==> src/rtl/rdyPollPkg.sv <==
package rdyPollPkg;

  typedef enum logic [1:0] {
    OP_READ  = 2'd0,
    OP_PROG  = 2'd1,
    OP_ERASE = 2'd2,
    OP_RESET = 2'd3
  } opKind_e;

  typedef enum logic [1:0] {
    ECC_CLEAN = 2'd0,
    ECC_FIXED = 2'd1,
    ECC_LOST  = 2'd2
  } eccRes_e;

  // strobes from control to datapath
  typedef struct packed {
    logic armStart;  // load initial delay, clear elapsed time
    logic armPoll;   // load poll interval
    logic sample;    // take the returned status byte
  } ctlStrb_t;

  localparam logic [7:0] STATUS_FEAT_ADDR = 8'hC0;
  localparam int BIT_BUSY  = 0;
  localparam int BIT_EFAIL = 2;
  localparam int BIT_PFAIL = 3;
  localparam int BIT_ECCLO = 4;
  localparam int BIT_ECCHI = 5;

endpackage

==> src/rtl/rdyPollDp.sv <==
module rdyPollDp
  import rdyPollPkg::*;
#(
  parameter int RD_INIT_US  = 6,
  parameter int RD_POLL_US  = 5,
  parameter int PG_INIT_US  = 75,
  parameter int PG_POLL_US  = 15,
  parameter int ER_INIT_US  = 250,
  parameter int ER_POLL_US  = 50,
  parameter int RS_INIT_US  = 5,
  parameter int RS_POLL_US  = 5,
  parameter int TIMEOUT_US  = 400000
) (
  input  logic       clk,
  input  logic       rstN,
  input  logic       usTick,
  input  opKind_e    opIn,
  input  ctlStrb_t   strb,
  input  logic       waitPhase,
  input  logic [7:0] cmdData,
  output logic       delayDone,
  output logic       timeUp,
  output logic       timedOut,
  output logic       eraseFail,
  output logic       progFail,
  output logic [1:0] eccOut
);

  localparam int MAX_A  = (RD_INIT_US > PG_INIT_US) ? RD_INIT_US : PG_INIT_US;
  localparam int MAX_B  = (ER_INIT_US > RS_INIT_US) ? ER_INIT_US : RS_INIT_US;
  localparam int MAX_C  = (RD_POLL_US > PG_POLL_US) ? RD_POLL_US : PG_POLL_US;
  localparam int MAX_D  = (ER_POLL_US > RS_POLL_US) ? ER_POLL_US : RS_POLL_US;
  localparam int MAX_AB = (MAX_A > MAX_B) ? MAX_A : MAX_B;
  localparam int MAX_CD = (MAX_C > MAX_D) ? MAX_C : MAX_D;
  localparam int MAX_DLY = (MAX_AB > MAX_CD) ? MAX_AB : MAX_CD;
  localparam int DW = $clog2(MAX_DLY + 1);
  localparam int TW = $clog2(TIMEOUT_US + 1);
  localparam logic [TW-1:0] T_LIMIT = TW'(TIMEOUT_US);

  function automatic logic [DW-1:0] pickDelay(input opKind_e op, input logic poll);
    logic [DW-1:0] v;
    case (op)
      OP_READ:  v = poll ? DW'(RD_POLL_US) : DW'(RD_INIT_US);
      OP_PROG:  v = poll ? DW'(PG_POLL_US) : DW'(PG_INIT_US);
      OP_ERASE: v = poll ? DW'(ER_POLL_US) : DW'(ER_INIT_US);
      default:  v = poll ? DW'(RS_POLL_US) : DW'(RS_INIT_US);
    endcase
    return v;
  endfunction

  opKind_e       opQ;
  logic [DW-1:0] dlyCnt;
  logic [TW-1:0] elapsed;
  logic [3:0]    statQ;   // {ecc hi, ecc lo, prog fail, erase fail}
  logic          toQ;
  logic          unusedStatBits;

  assign unusedStatBits = ^{cmdData[7:6], cmdData[1]};

  always_ff @(posedge clk) begin
    if (!rstN) begin
      opQ     <= OP_READ;
      dlyCnt  <= '0;
      elapsed <= '0;
    end else if (strb.armStart) begin
      opQ     <= opIn;
      dlyCnt  <= pickDelay(opIn, 1'b0);
      elapsed <= '0;
    end else if (strb.armPoll) begin
      dlyCnt  <= pickDelay(opQ, 1'b1);
    end else if (waitPhase && usTick) begin
      dlyCnt <= dlyCnt - DW'(1);
      if (elapsed < T_LIMIT) elapsed <= elapsed + TW'(1);
    end
  end

  assign delayDone = waitPhase && usTick && (dlyCnt == DW'(1));
  assign timeUp    = (elapsed >= T_LIMIT);

  always_ff @(posedge clk) begin
    if (!rstN) begin
      statQ <= '0;
      toQ   <= 1'b0;
    end else if (strb.sample) begin
      statQ <= {cmdData[BIT_ECCHI], cmdData[BIT_ECCLO],
                cmdData[BIT_PFAIL], cmdData[BIT_EFAIL]};
      toQ   <= cmdData[BIT_BUSY] && timeUp;
    end
  end

  assign timedOut  = toQ;
  assign eraseFail = statQ[0];
  assign progFail  = statQ[1];
  always_comb begin
    case (statQ[3:2])
      2'b00:   eccOut = ECC_CLEAN;
      2'b01:   eccOut = ECC_FIXED;
      default: eccOut = ECC_LOST;
    endcase
  end

  // elapsed time saturates at the budget
  a_r9_elapsed_cap: assert property (@(posedge clk) disable iff (!rstN)
    elapsed <= T_LIMIT);
  // a delay being waited out always has ticks left to count
  a_r3_wait_count_live: assert property (@(posedge clk) disable iff (!rstN)
    waitPhase |-> dlyCnt != '0);

endmodule

==> src/rtl/rdyPollCtrl.sv <==
module rdyPollCtrl
  import rdyPollPkg::*;
(
  input  logic     clk,
  input  logic     rstN,
  input  logic     start,
  input  logic     delayDone,
  input  logic     cmdAck,
  input  logic     statBusy,
  input  logic     timeUp,
  output ctlStrb_t strb,
  output logic     waitPhase,
  output logic     cmdReq,
  output logic     active,
  output logic     done
);

  typedef enum logic [1:0] {S_IDLE, S_WAIT, S_REQ} state_e;

  state_e state, stateNx;
  logic   finishNow;

  always_comb begin
    stateNx   = state;
    strb      = '0;
    finishNow = 1'b0;
    case (state)
      S_IDLE: if (start) begin
        strb.armStart = 1'b1;
        stateNx       = S_WAIT;
      end
      S_WAIT: if (delayDone) stateNx = S_REQ;
      S_REQ: if (cmdAck) begin
        strb.sample = 1'b1;
        if (!statBusy || timeUp) begin
          finishNow = 1'b1;
          stateNx   = S_IDLE;
        end else begin
          strb.armPoll = 1'b1;
          stateNx      = S_WAIT;
        end
      end
      default: stateNx = S_IDLE;
    endcase
  end

  always_ff @(posedge clk) begin
    if (!rstN) begin
      state <= S_IDLE;
      done  <= 1'b0;
    end else begin
      state <= stateNx;
      done  <= finishNow;
    end
  end

  assign waitPhase = (state == S_WAIT);
  assign cmdReq    = (state == S_REQ);
  assign active    = (state != S_IDLE);

  // a request is held until acknowledged
  a_r5_req_hold: assert property (@(posedge clk) disable iff (!rstN)
    (cmdReq && !cmdAck) |=> cmdReq);
  // an idle start begins a wait
  a_r2_start_takes: assert property (@(posedge clk) disable iff (!rstN)
    (start && !active) |=> active);
  // completion follows an acknowledged response, once
  a_r11_done_after_ack: assert property (@(posedge clk) disable iff (!rstN)
    done |-> $past(cmdAck));
  a_r11_done_pulse: assert property (@(posedge clk) disable iff (!rstN)
    done |=> !done);
  a_r11_done_idle: assert property (@(posedge clk) disable iff (!rstN)
    done |-> !active);

endmodule

==> src/rtl/rdyPollTop.sv <==
module rdyPollTop
  import rdyPollPkg::*;
#(
  parameter int RD_INIT_US = 6,
  parameter int RD_POLL_US = 5,
  parameter int PG_INIT_US = 75,
  parameter int PG_POLL_US = 15,
  parameter int ER_INIT_US = 250,
  parameter int ER_POLL_US = 50,
  parameter int RS_INIT_US = 5,
  parameter int RS_POLL_US = 5,
  parameter int TIMEOUT_US = 400000
) (
  input  logic       clk,
  input  logic       rstN,
  input  logic       usTick,
  input  logic       start,
  input  logic [1:0] opType,
  output logic       active,
  output logic       cmdReq,
  output logic [7:0] cmdAddr,
  input  logic       cmdAck,
  input  logic [7:0] cmdData,
  output logic       done,
  output logic       readyOk,
  output logic       timedOut,
  output logic       eraseFail,
  output logic       progFail,
  output logic [1:0] eccOut
);

  ctlStrb_t strb;
  logic     waitPhase, delayDone, timeUp;

  rdyPollCtrl u_ctrl (
    .clk       (clk),
    .rstN      (rstN),
    .start     (start),
    .delayDone (delayDone),
    .cmdAck    (cmdAck),
    .statBusy  (cmdData[BIT_BUSY]),
    .timeUp    (timeUp),
    .strb      (strb),
    .waitPhase (waitPhase),
    .cmdReq    (cmdReq),
    .active    (active),
    .done      (done)
  );

  rdyPollDp #(
    .RD_INIT_US (RD_INIT_US), .RD_POLL_US (RD_POLL_US),
    .PG_INIT_US (PG_INIT_US), .PG_POLL_US (PG_POLL_US),
    .ER_INIT_US (ER_INIT_US), .ER_POLL_US (ER_POLL_US),
    .RS_INIT_US (RS_INIT_US), .RS_POLL_US (RS_POLL_US),
    .TIMEOUT_US (TIMEOUT_US)
  ) u_dp (
    .clk       (clk),
    .rstN      (rstN),
    .usTick    (usTick),
    .opIn      (opKind_e'(opType)),
    .strb      (strb),
    .waitPhase (waitPhase),
    .cmdData   (cmdData),
    .delayDone (delayDone),
    .timeUp    (timeUp),
    .timedOut  (timedOut),
    .eraseFail (eraseFail),
    .progFail  (progFail),
    .eccOut    (eccOut)
  );

  assign cmdAddr = STATUS_FEAT_ADDR;
  assign readyOk = done && !timedOut;

  // a timeout verdict only follows a busy status byte
  a_r9_timeout_busy: assert property (@(posedge clk) disable iff (!rstN)
    (done && timedOut) |-> $past(cmdData[BIT_BUSY]));
  // ready is only reported after a status byte with busy clear
  a_r6_ready_clear: assert property (@(posedge clk) disable iff (!rstN)
    (done && readyOk) |-> !$past(cmdData[BIT_BUSY]));
  // the unused ECC code is never emitted
  a_r8_ecc_code: assert property (@(posedge clk) disable iff (!rstN)
    done |-> eccOut != 2'b11);

endmodule

==> config.mk <==
export PLATFORM = sky130hd
export DESIGN_NAME = rdyPollTop
export DESIGN_NICKNAME = d
export VERILOG_FILES = /design/src/rtl/rdyPollPkg.sv /design/src/rtl/rdyPollDp.sv /design/src/rtl/rdyPollCtrl.sv /design/src/rtl/rdyPollTop.sv
export SDC_FILE = /design/constraint.sdc
export NUM_CORES = 1
export LEC_CHECK = 0
export CORE_ASPECT_RATIO = 1.5
export CORE_MARGIN = 3
export CORE_UTILIZATION = 56
export DETAILED_ROUTE_END_ITERATION = 7
export PLACE_DENSITY_LB_ADDON = 0.05
export SLEW_MARGIN = 10
export SYNTH_ARGS = -nofsm -noshare
export SYNTH_HDL_FRONTEND = slang
export SYNTH_SLANG_ARGS = --single-unit
==> constraint.sdc <==
create_clock -name clk -period 3.7 [get_ports clk]
set_input_delay 0.555 -clock clk [delete_from_list [all_inputs] [get_ports clk]]
set_output_delay 0.555 -clock clk [all_outputs]
set_load 0.1 [all_outputs]
==> PnR_summary.wiki, run 1 <==
{| class="wikitable"
! Metric !! Value
|-
| Total clock sinks || 37
|-
| Syn. warnings || 0
|-
| Leading post-synthesis cells by cell area || sky130_fd_sc_hd__dfxtp_1 (35%), sky130_fd_sc_hd__xnor2_1 (6.7%), sky130_fd_sc_hd__ha_1 (6.0%), sky130_fd_sc_hd__nor2_1 (4.8%), sky130_fd_sc_hd__nand2_1 (3.0%)
|-
| Endpoint type of the worst setup path || primary output
|-
| Number of hold-repair buffers added at the cts stage || 0
|-
| Top Layer Used || met4
|-
| Met2 WL || 2.364 mm
|-
| Placer congestion estimate || 0.8114
|-
| Estimated wirelength of the detail-placed design || 3.159 mm
|-
| Placed cell count || 302
|-
| Antenna Nets Post-Route || 0
|-
| Fraction of final layout cells with drive strength greater than 1 || 6.343%
|-
| Area Overhead vs Synth || 14.46%
|-
| Number of vias in the routed layout || 1752
|-
| Resize count post-CTS || 0
|-
| Portion of synthesized cell area occupied by the leading cell type || 35.36%
|-
| Number of iterations in the first detailed-routing pass || 4
|-
| Cells after Synth || 248
|-
| Final number of hold-violating endpoints || 0
|-
| Initial Util || 59.62%
|-
| DRC errors left || 0
|-
| Iter 0 DRT Violations || 54
|-
| RSZ-0062 raised after global routing || no
|-
| Length of routed met3 wiring || 133 um
|-
| Number of antenna violations at the first check in global routing || 0
|-
| P_leak || 0.8612 nW
|-
| Final cycle utilization of the critical path || 72.28%
|-
| Startpoint type of the worst setup path || flop
|-
| Buffers & Inverters on Critical Path || 1
|-
| Total Wirelength || 4.237 mm
|-
| Wire length per cell after detailed routing || 13.67 um
|-
| Maximum number of pins on one net before global-route repair || 21
|-
| Final worst-path setup slack || 1.026 ns
|-
| Post-synthesis sequential element count || 37
|-
| Number of inserted diodes || 0
|-
| Vias in the first global route || 1740
|-
| Horiz. Die Dim || 55.94 um
|-
| Run status || completed
|-
| Site row count || 26
|-
| Met1 wire length || 1.712 mm
|-
| TritonCTS clock tree || done
|-
| Max-capacitance violation count || 0
|-
| Later-pin clock latency in the skew report || 0.28 ns
|-
| I/O Pins || 32
|-
| Crit path time final || 2.674 ns
|-
| Path category of the worst min-delay check || flop to flop
|-
| Ordered list of cells on the worst path || nor2b_1, clkdlybuf4s50_1
|-
| Setup bufs post-CTS || 0
|-
| Maximum resistive drop on vdd || 361.2 uV
|-
| Relative slew margins || 34.45%
|-
| Worst EP arrival || 2.12 ns
|-
| CP max stage delay || 1.16 ns
|-
| Syn Area/Cell || 8.446 um2
|-
| Overall global routing resource usage || 21.17%
|-
| Number of port buffers || 20
|-
| Maximum fanout encountered on the critical timing path || 8
|-
| DR vias/cell || 5.652
|-
| Number of different library cells in the post-synthesis netlist || 48
|-
| Placeable Area || 3513 um2
|-
| Worst setup slack before clock tree synthesis || 0.9970 ns
|-
| Cell area after technology mapping || 2095 um2
|-
| Sequential element share of the synthesized area || 35.36%
|-
| Buffer type at the clock tree root || sky130_fd_sc_hd__clkbuf_8
|-
| Cell family with most CP delay || buffers and inverters
|-
| Highest clock frequency the design can meet || 373.9 MHz
|-
| Clk slew on worst S/H paths || 0.07 ns
|-
| Deepest clock path buffer count || 2
|-
| WHS || 0.4915 ns
|-
| Filler-free cell count of the finished design || 310
|-
| Top cell type by total area after synthesis || sky130_fd_sc_hd__dfxtp_1
|-
| Worst endpoint required time || 3.14 ns
|-
| Synth async-reset ratio || 0%
|-
| Setup TNS Final || 0 ns
|-
| Slowest cell on crit path || sky130_fd_sc_hd__clkdlybuf4s50_1
|-
| Area of the die || 4525 um2
|-
| Slew at the pin closest to its max-slew limit || 0.9801 ns
|-
| Cell area power density || 372.1 nW/um2
|-
| Max-slew violation count || 0
|-
| Setup-violating endpoint count in the final report || 0
|-
| First-pass GRT wire length || 7.672 mm
|-
| Clock skew after layout || 0.003833 ns
|-
| Final #Nets || 292
|-
| Chip height || 80.90 um
|-
| EDFF count, synth || 0
|-
| Total congestion overflow after global routing || 0
|-
| Post-synth top flop || sky130_fd_sc_hd__dfxtp_1
|-
| Number of clock buffers inserted by TritonCTS || 5
|-
| Crit Path Class || flop to primary output
|-
| H-tree levels || 2
|}
==> sequential cells by signal, indices dropped and copies added (netlist names) <==
name and flops:
u_dp.statQ 4, u_ctrl.state 2, u_dp.opQ 2, u_ctrl.done 1, u_dp.timedOut 1, u_dp.dlyCnt 8, u_dp.elapsed 19
==> logic make-up after synthesis <==
kind of cell | Yosys count | share of synthesized area, %
simple gates | 100 | 25.75
compound gates | 47 | 15.53
flops | 37 | 35.36
buf+inv | 28 | 6.571
xor+xnor | 18 | 7.527
fa+ha+maj | 10 | 5.974
mux | 6 | 2.927
other cells | 2 | 0.3586
==> metrics by stage <==
| step | utilization [%] | power [mW] | area, um2 |
|---|---|---|---|
| floorplan | - | 0.5620 | 2117 |
| global placement | 65.35 | 0.5914 | 2296 |
| detailed placement | 65.35 | 0.5936 | 2296 |
| CTS | 68.23 | 0.9011 | 2397 |
| global route | 68.23 | 0.9372 | 2397 |
| finish | 68.23 | 0.8921 | 2397 |
==> final timing paths <==
| path | startpoint | end | slack [ns] | cells past startpoint |
|---|---|---|---|---|
| hold / removal | u_dp.opQ[0] | u_dp.opQ[0] | 0.49 | 2 |
| setup / recovery | u_ctrl.state[1] | cmdReq | 1.03 | 2 |
| setup reg to reg | u_ctrl.state[0] | u_dp.elapsed[16] | 1.54 | 6 |
| hold reg to reg | u_dp.opQ[0] | u_dp.opQ[0] | 0.49 | 2 |
==> Yosys cell counts (3+ instances only) <==
| library cell | n |
|---|---|
| sky130_fd_sc_hd__nor2_1 | 27 |
| sky130_fd_sc_hd__o21a_1 | 4 |
| sky130_fd_sc_hd__xnor2_1 | 16 |
| sky130_fd_sc_hd__nor3_1 | 12 |
| sky130_fd_sc_hd__or4_1 | 3 |
| sky130_fd_sc_hd__o221a_2 | 3 |
| sky130_fd_sc_hd__nand3_1 | 5 |
| sky130_fd_sc_hd__o31ai_1 | 3 |
| sky130_fd_sc_hd__a21boi_0 | 3 |
| sky130_fd_sc_hd__inv_1 | 11 |
| sky130_fd_sc_hd__nand4_1 | 5 |
| sky130_fd_sc_hd__a31oi_1 | 3 |
| sky130_fd_sc_hd__nor3b_1 | 4 |
| sky130_fd_sc_hd__a21oi_1 | 11 |
| sky130_fd_sc_hd__o211ai_1 | 3 |
| sky130_fd_sc_hd__nor2b_1 | 9 |
| sky130_fd_sc_hd__mux2i_1 | 5 |
| sky130_fd_sc_hd__ha_1 | 10 |
| sky130_fd_sc_hd__buf_4 | 8 |
| sky130_fd_sc_hd__nand2_1 | 17 |
| sky130_fd_sc_hd__nor4b_1 | 3 |
| sky130_fd_sc_hd__o21ai_0 | 5 |
| sky130_fd_sc_hd__clkbuf_1 | 6 |
| sky130_fd_sc_hd__dfxtp_1 | 37 |
==> area by class of cell <==
type,count,area [um2]
Inverter,11,41.29
Timing Repair Buffer,23,222.7
Sequential cell,37,740.7
Tap cell,42,52.55
Clock buffer,7,96.34
Clock inverter,1,5.005
Multi-Input combinational cell,189,1239
Fill cell,315,1116
==> power by group <==
group          total [mW]  switching, mW  leakage [nW]  internal, mW
sequential          0.426         0.0147         0.300         0.411
combinational       0.159          0.102         0.507        0.0563
clock               0.308          0.140        0.0542         0.168
total               0.892          0.257         0.861         0.635
==> routing by layer <==
metal,up-vias,GRT usage [%]
li1,894,-
met1,827,22.71
met2,27,40.05
met3,4,4.610
met4,0,8.551
met5,-,0
==> cells in the final DEF, fill, tap and decap left out, types with 3 or more instances in the layout <==
cell,Yosys,layout
sky130_fd_sc_hd__a21boi_0,3,3
sky130_fd_sc_hd__a21oi_1,11,11
sky130_fd_sc_hd__a31oi_1,3,3
sky130_fd_sc_hd__buf_4,8,3
sky130_fd_sc_hd__clkbuf_8,0,7
sky130_fd_sc_hd__clkdlybuf4s50_1,0,20
sky130_fd_sc_hd__conb_1,2,8
sky130_fd_sc_hd__dfxtp_1,37,37
sky130_fd_sc_hd__ha_1,10,10
sky130_fd_sc_hd__inv_1,11,11
sky130_fd_sc_hd__mux2i_1,5,5
sky130_fd_sc_hd__nand2_1,17,17
sky130_fd_sc_hd__nand3_1,5,5
sky130_fd_sc_hd__nand4_1,5,5
sky130_fd_sc_hd__nor2_1,27,27
sky130_fd_sc_hd__nor2b_1,9,9
sky130_fd_sc_hd__nor3_1,12,12
sky130_fd_sc_hd__nor3b_1,4,4
sky130_fd_sc_hd__nor4b_1,3,3
sky130_fd_sc_hd__o211ai_1,3,3
sky130_fd_sc_hd__o21a_1,4,4
sky130_fd_sc_hd__o21ai_0,5,5
sky130_fd_sc_hd__o221a_2,3,3
sky130_fd_sc_hd__o31ai_1,3,3
sky130_fd_sc_hd__or4_1,3,3
sky130_fd_sc_hd__xnor2_1,16,16
==> worst reg2reg max path, stage by stage (launching register included) <==
cell and delay (ns):
sky130_fd_sc_hd__dfxtp_1 0.47, sky130_fd_sc_hd__and3b_1 0.20, sky130_fd_sc_hd__buf_4 0.18, sky130_fd_sc_hd__o2111ai_2 0.27, sky130_fd_sc_hd__or2_0 0.30, sky130_fd_sc_hd__or4_1 0.51
sky130_fd_sc_hd__a21oi_1 0.15
Note: power is estimated with default switching activity, not from simulation.
==> run 2, diff against run 1 <==
- CORE_UTILIZATION: 56 -> 54
- clock period: 3.7 -> 2.6 ns (I/O delays scaled with it)
==> run 2 against run 1 <==
  * First-iteration DRC count shrank 15%
  * Wire length grew 1.2%
  * Via count grew 0.51%
  * Final cell count grew 1.6%
  * Combinational power grew 44%
  * Setup slack lost 0.41 ns
  * Sequential power grew 42%
  * Utilization shrank 3.1 points
  * Largest cell class unchanged
  * Largest power group unchanged
  * Highest routed layer unchanged
==> PnR_summary.wiki, run 2 (synthesized netlist as in run 1, its figures left out) <==
{| class="wikitable"
! Metric !! Value
|-
| H-tree levels || 2 (unchanged)
|-
| Startpoint type of the worst setup path || input pin (was flop)
|-
| Biggest regs || u_dp.elapsed x19, u_dp.dlyCnt x8, u_dp.statQ x4 (unchanged)
|-
| Commonest non-fill, non-tap cells in the layout || sky130_fd_sc_hd__dfxtp_1 (37), sky130_fd_sc_hd__nor2_1 (27), sky130_fd_sc_hd__nand2_1 (17), sky130_fd_sc_hd__buf_4 (17), sky130_fd_sc_hd__xnor2_1 (16) (was sky130_fd_sc_hd__dfxtp_1 (37), sky130_fd_sc_hd__nor2_1 (27), sky130_fd_sc_hd__clkdlybuf4s50_1 (20), sky130_fd_sc_hd__nand2_1 (17), sky130_fd_sc_hd__xnor2_1 (16))
|-
| Number of stages on the worst hold path || 2 (unchanged)
|-
| Design Power || 1.319 mW (was 892.1 uW)
|-
| Number of vias in the routed layout || 1761 (was 1752)
|-
| Max-slew violation count || 0 (unchanged)
|-
| Path category of the worst min-delay check || flop to flop (unchanged)
|-
| Final #Nets || 297 (was 292)
|-
| Run status || completed (unchanged)
|-
| Area of the die || 4677 um2 (was 4525 um2)
|-
| Estimated wirelength of the detail-placed design || 3.164 mm (was 3.159 mm)
|-
| Endpoint type of the worst setup path || flop (was primary output)
|-
| Resize count post-CTS || 0 (unchanged)
|-
| Ordered list of cells on the worst path || clkdlybuf4s50_1, and3b_1, o211ai_1, nor4_1, xnor2_1, nor2_1 (was nor2b_1, clkdlybuf4s50_1)
|-
| Iter 0 DRT Violations || 46 (was 54)
|-
| Worst endpoint required time || 2.79 ns (was 3.14 ns)
|-
| Buffer type at the clock tree root || sky130_fd_sc_hd__clkbuf_8 (unchanged)
|-
| Slowest cell on crit path || sky130_fd_sc_hd__clkdlybuf4s50_1 (unchanged)
|-
| Final number of hold-violating endpoints || 0 (unchanged)
|-
| Max-capacitance violation count || 0 (unchanged)
|-
| Worst EP arrival || 2.17 ns (was 2.12 ns)
|-
| Cell area power density || 545.2 nW/um2 (was 372.1 nW/um2)
|-
| Register-to-Register Path Depth || 5 (was 6)
|-
| Initial Util || 56.36% (was 59.62%)
|-
| Maximum number of pins on one net before global-route repair || 21 (unchanged)
|-
| Relative slew margins || 49.75% (was 34.45%)
|-
| Deepest clock path buffer count || 2 (unchanged)
|-
| P_leak || 0.9033 nW (was 0.8612 nW)
|-
| Overall global routing resource usage || 20.43% (was 21.17%)
|-
| Crit Path Class || input pin to flop (was flop to primary output)
|-
| Maximum resistive drop on vdd || 529.4 uV (was 361.2 uV)
|-
| Number of hold-repair buffers added at the cts stage || 0 (unchanged)
|-
| CP max stage delay || 0.50 ns (was 1.16 ns)
|-
| Total congestion overflow after global routing || 0 (unchanged)
|-
| First-pass GRT wire length || 7.610 mm (was 7.672 mm)
|-
| Later-pin clock latency in the skew report || 0.29 ns (was 0.28 ns)
|-
| Setup bufs post-CTS || 0 (unchanged)
|-
| Number of iterations in the first detailed-routing pass || 4 (unchanged)
|-
| Clock skew after layout || 0.008466 ns (was 0.003833 ns)
|-
| Number of clock buffers inserted by TritonCTS || 5 (unchanged)
|-
| Horiz. Die Dim || 56.85 um (was 55.94 um)
|-
| Slew at the pin closest to its max-slew limit || 0.7504 ns (was 0.9801 ns)
|-
| End of the worst register-to-register path || u_dp.dlyCnt[5] (was u_dp.elapsed[16])
|-
| Hold Startpoint || u_dp.opQ[0] (unchanged)
|-
| Largest register by flop count || u_dp.elapsed (unchanged)
|-
| Fraction of final layout cells with drive strength greater than 1 || 11.40% (was 6.343%)
|-
| Number of port buffers || 20 (unchanged)
|-
| Setup TNS Final || 0 ns (unchanged)
|-
| Antenna Nets Post-Route || 0 (unchanged)
|-
| Wire length per cell after detailed routing || 13.61 um (was 13.67 um)
|-
| Crit path time final || 1.987 ns
|-
| FF-to-FF setup slack || 0.66 ns (was 1.54 ns)
|-
| Reg2Reg Launch Point || u_dp.elapsed[13] (was u_ctrl.state[0])
|-
| DRC errors left || 0 (unchanged)
|-
| TritonCTS clock tree || done (unchanged)
|-
| Total Wirelength || 4.287 mm (was 4.237 mm)
|-
| Maximum fanout encountered on the critical timing path || 9 (was 8)
|-
| Chip height || 82.28 um (was 80.90 um)
|-
| Number of antenna violations at the first check in global routing || 0 (unchanged)
|-
| Total clock sinks || 37 (unchanged)
|-
| Hold path endpoint || u_dp.opQ[0] (unchanged)
|-
| Placer congestion estimate || 0.7807 (was 0.8114)
|-
| Highest clock frequency the design can meet || 503.4 MHz
|-
| RSZ-0062 raised after global routing || no (unchanged)
|-
| Number of inserted diodes || 0 (unchanged)
|-
| DR vias/cell || 5.590 (was 5.652)
|-
| Area Overhead vs Synth || 15.47% (was 14.46%)
|-
| Vias in the first global route || 1757 (was 1740)
|-
| Final cycle utilization of the critical path || 76.41%
|-
| Placeable Area || 3716 um2 (was 3513 um2)
|-
| Site row count || 27 (was 26)
|-
| Clk slew on worst S/H paths || 0.07 ns (about the same)
|-
| Setup-violating endpoint count in the final report || 0 (unchanged)
|-
| Leading cell type in the layout, fill and taps excluded || sky130_fd_sc_hd__dfxtp_1 (unchanged)
|-
| I/O Pins || 32 (unchanged)
|-
| Number of flip-flops in the largest register || 19 (unchanged)
|}
run 2: changes by cell type in the layout (fill, tap and decap cells not counted), sizes merged:
cell	delta
clkdlybuf4s50	-9
clkbuf	-2
bufinv	+1
buf	+14
run 2: worst max path at each step:
| stage | start | end | slack (ns) | cells after the start |
|---|---|---|---|---|
| 6_report | usTick | u_dp.elapsed[15] | 0.61 | 6 |
| 5_1_grt | usTick | u_dp.elapsed[15] | 0.41 | 6 |
| 4_1_cts | usTick | u_dp.elapsed[15] | 0.61 | 6 |
| 3_5_place_dp | usTick | u_dp.elapsed[16] | 0.32 | 6 |
| 3_3_place_gp | usTick | u_dp.elapsed[16] | 0.34 | 6 |
| 2_1_floorplan | u_ctrl.done | readyOk | 0.30 | 1 |
run 2: layer usage:
layer	vias to the layer above	global-route usage [%]	part of all wire (%)
met4	0	10.21	2.7
met5	-	0	0
met2	23	38.77	54
met3	11	3.421	2.8
li1	902	-	-
met1	825	21.59	40
run 2: metrics by stage:
stage / util [%] / cell area [um2] / hold slack (ns) / setup slack, ns / std cells
2_1_floorplan: - / 2120 / 0.4586 / 0.2997 / 254
3_3_place_gp: 62.29 / 2315 / 0.4764 / 0.3360 / 308
3_5_place_dp: 62.29 / 2315 / 0.4855 / 0.3191 / 308
4_1_cts: 65.08 / 2419 / 0.4947 / 0.6101 / 315
5_1_grt: 65.08 / 2419 / 0.5385 / 0.4078 / 315
6_report: 65.08 / 2419 / 0.4875 / 0.6134 / 315
run 2: critical path: cells and delay by family:
| family | cells | cell delay [ns] |
|---|---|---|
| AND/OR/NAND/NOR | 3 | 0.77 |
| buffers and inverters | 1 | 0.50 |
| AO/OA/AOI/OAI | 1 | 0.35 |
| XOR/XNOR | 1 | 0.17 |
run 2: final cells by class:
type,count,area [um2]
Fill cell,349,1297
Multi-Input combinational cell,189,1241
Sequential cell,37,740.7
Timing Repair Buffer,28,237.7
Clock buffer,5,68.82
Tap cell,43,53.80
Inverter,11,41.29
Clock inverter,2,35.03
run 2: report_power, final:
part / internal, mW / switching [mW]
registers: 0.585 / 0.0212
clock network: 0.279 / 0.205
logic: 0.0828 / 0.146
==> run 3, diff against run 2 <==
- CORE_UTILIZATION: 54 -> 48
- clock period: 2.6 -> 1.8 ns (I/O delays scaled with it)
==> run 3 against run 2 <==
  * Clock skew fell by 0.0034 ns
  * Setup slack got worse by 0.60 ns
  * First-iteration DRC count increased by 89%
  * Global-route usage shrank 0.94 points
  * Register-to-register slack worse by 0.65 ns
  * Count of clock-buffer cells in the layout up 3
  * Critical path type is now flop to flop
  * Critical endpoint is now u_dp.dlyCnt[0]
==> PnR_summary.wiki, run 3 (synthesized netlist as in run 1, its figures left out) <==
{| class="wikitable"
! Metric !! Value
|-
| Endpoint type of the worst setup path || flop (unchanged)
|-
| Number of antenna violations at the first check in global routing || 0 (unchanged)
|-
| Horiz. Die Dim || 59.94 um (was 56.85 um)
|-
| Number of inserted diodes || 0 (unchanged)
|-
| Final Cell Area || 2716 um2 (was 2419 um2)
|-
| DR vias/cell || 5.394 (was 5.590)
|-
| Fraction of final layout cells with drive strength greater than 1 || 21.78% (was 11.40%)
|-
| Worst endpoint required time || 2.02 ns (was 2.79 ns)
|-
| Largest register by flop count || u_dp.elapsed (unchanged)
|-
| Run status || completed (unchanged)
|-
| Setup bufs post-CTS || 0 (unchanged)
|-
| Number of iterations in the first detailed-routing pass || 4 (unchanged)
|-
| Number of flip-flops in the largest register || 19 (unchanged)
|-
| Area Overhead vs Synth || 29.69% (was 15.47%)
|-
| Top Layer Used || met4 (unchanged)
|-
| Setup-violating endpoint count in the final report || 0 (unchanged)
|-
| Vias in the first global route || 1806 (was 1757)
|-
| Biggest regs || u_dp.elapsed x19, u_dp.dlyCnt x8, u_dp.statQ x4 (unchanged)
|-
| Number of clock buffers inserted by TritonCTS || 5 (unchanged)
|-
| Worst setup slack before clock tree synthesis || -0.3025 ns (was 0.3191 ns)
|-
| Reg2Reg Launch Point || u_dp.elapsed[16] (was u_dp.elapsed[13])
|-
| Design Power || 1.797 mW (was 1.319 mW)
|-
| Number of vias in the routed layout || 1877 (was 1761)
|-
| TritonCTS clock tree || done (unchanged)
|-
| Placeable Area || 4064 um2 (was 3716 um2)
|-
| Number of hold-repair buffers added at the cts stage || 0 (unchanged)
|-
| Startpoint type of the worst setup path || flop (was input pin)
|-
| Hold Startpoint || u_dp.elapsed[16] (was u_dp.opQ[0])
|-
| Final worst-path setup slack || 0.01303 ns (was 0.6134 ns)
|-
| Max-slew violation count || 0 (unchanged)
|-
| Final #Nets || 327 (was 297)
|-
| Met1 wire length || 1.903 mm (was 1.716 mm)
|-
| Total Wirelength || 4.734 mm (was 4.287 mm)
|-
| Clock skew after layout || 0.005019 ns (was 0.008466 ns)
|-
| Number of port buffers || 20 (unchanged)
|-
| Maximum resistive drop on vdd || 520.6 uV (was 529.4 uV)
|-
| Later-pin clock latency in the skew report || 0.28 ns (was 0.29 ns)
|-
| Crit Path Class || flop to flop (was input pin to flop)
|-
| I/O Pins || 32 (unchanged)
|-
| Iter 0 DRT Violations || 87 (was 46)
|-
| Chip height || 86.91 um (was 82.28 um)
|-
| Buffer type at the clock tree root || sky130_fd_sc_hd__clkbuf_8 (unchanged)
|-
| P_leak || 1.058 nW (was 0.9033 nW)
|-
| First-pass GRT wire length || 7.776 mm (was 7.610 mm)
|-
| Total clock sinks || 37 (unchanged)
|-
| Max-capacitance violation count || 0 (unchanged)
|-
| Cell area power density || 661.4 nW/um2 (was 545.2 nW/um2)
|-
| Estimated wirelength of the detail-placed design || 3.721 mm (was 3.164 mm)
|-
| Worst setup path start || u_dp.elapsed[16] (was usTick)
|-
| Clk slew on worst S/H paths || 0.07 ns (about the same)
|-
| Initial Util || 51.54% (was 56.36%)
|-
| Length of routed met3 wiring || 108 um (was 121 um)
|-
| Overall global routing resource usage || 19.49% (was 20.43%)
|-
| Maximum number of pins on one net before global-route repair || 20 (was 21)
|-
| Final cycle utilization of the critical path || 99.28%
|-
| Deepest clock path buffer count || 2 (unchanged)
|-
| RSZ-0062 raised after global routing || yes (was no)
|-
| Worst EP arrival || 2.00 ns (was 2.17 ns)
|-
| Total congestion overflow after global routing || 0 (unchanged)
|-
| H-tree levels || 2 (unchanged)
|-
| Wire length per cell after detailed routing || 13.60 um (was 13.61 um)
|-
| Antenna Nets Post-Route || 0 (unchanged)
|-
| Highest clock frequency the design can meet || 559.6 MHz
|-
| Site row count || 28 (was 27)
|-
| DRC errors left || 0 (unchanged)
|-
| Area of the die || 5209 um2 (was 4677 um2)
|-
| Maximum fanout encountered on the critical timing path || 5 (was 9)
|-
| Met2 WL || 2.637 mm (was 2.336 mm)
|-
| Crit path time final || 1.787 ns
|-
| Path category of the worst min-delay check || flop to flop (unchanged)
|-
| Leading cell type in the layout, fill and taps excluded || sky130_fd_sc_hd__buf_4 (was sky130_fd_sc_hd__dfxtp_1)
|-
| Placer congestion estimate || 0.8230 (was 0.7807)
|-
| Final number of hold-violating endpoints || 0 (unchanged)
|-
| Commonest non-fill, non-tap cells in the layout || sky130_fd_sc_hd__buf_4 (41), sky130_fd_sc_hd__dfxtp_1 (35), sky130_fd_sc_hd__nor2_1 (27), sky130_fd_sc_hd__nand2_1 (17), sky130_fd_sc_hd__xnor2_1 (16) (was sky130_fd_sc_hd__dfxtp_1 (37), sky130_fd_sc_hd__nor2_1 (27), sky130_fd_sc_hd__nand2_1 (17), sky130_fd_sc_hd__buf_4 (17), sky130_fd_sc_hd__xnor2_1 (16))
|-
| Placement-stage cell area || 2625 um2 (was 2315 um2)
|}
==> run 3: final cells by class <==
type	count	area (um2)
timing repair buffer	58	538.0
clock buffer	8	80.08
sequential	37	743.2
tap	45	56.30
fill	368	1348
multi-input combinational	189	1257
inverter	11	41.29
==> run 3: worst paths after layout <==
path / to / slack, ns / cells past startpoint
worst max register to register: u_dp.dlyCnt[0] / 0.01 / 6
worst min-delay path: u_dp.elapsed[16] / 0.51 / 2
worst min register to register: u_dp.elapsed[16] / 0.51 / 2
worst max-delay path: u_dp.dlyCnt[0] / 0.01 / 6
==> run 3: layer usage <==
metal / global-route usage, % / vias to the layer above
li1: - / 968
met1: 20.48 / 879
met2: 36.22 / 22
met3: 3.709 / 8
met4: 8.065 / 0
met5: 0 / -
==> run 3: power by group <==
part	internal, mW	total [mW]	switching (mW)
clock	0.275	0.552	0.277
combinational	0.149	0.370	0.221
sequential	0.844	0.874	0.0297
==> run 3: worst max-delay path: stages (launching register included) <==
cell,delay [ns]
sky130_fd_sc_hd__dfxtp_2,0.35
sky130_fd_sc_hd__nor4_4,0.34
sky130_fd_sc_hd__buf_4,0.17
sky130_fd_sc_hd__o211ai_1,0.14
sky130_fd_sc_hd__or2_1,0.29
sky130_fd_sc_hd__mux2_2,0.29
sky130_fd_sc_hd__a21oi_1,0.14
==> run 3: stage by stage <==
stage	util (%)	hold WS, ns	TNS [ns]	instances
floorplan	-	0.3578	-0.3867	254
global placement	64.59	0.4777	-2.443	340
detailed placement	64.59	0.4956	-2.680	340
CTS	66.59	0.5076	0	348
global route	66.84	0.5337	-0.2469	348
finish	66.84	0.5068	0	348
==> run 3: timing repair <==
action	CTS	global route
pin swaps	0	2
endpoints found under the setup margin	1	10
gates resized for setup	1	4
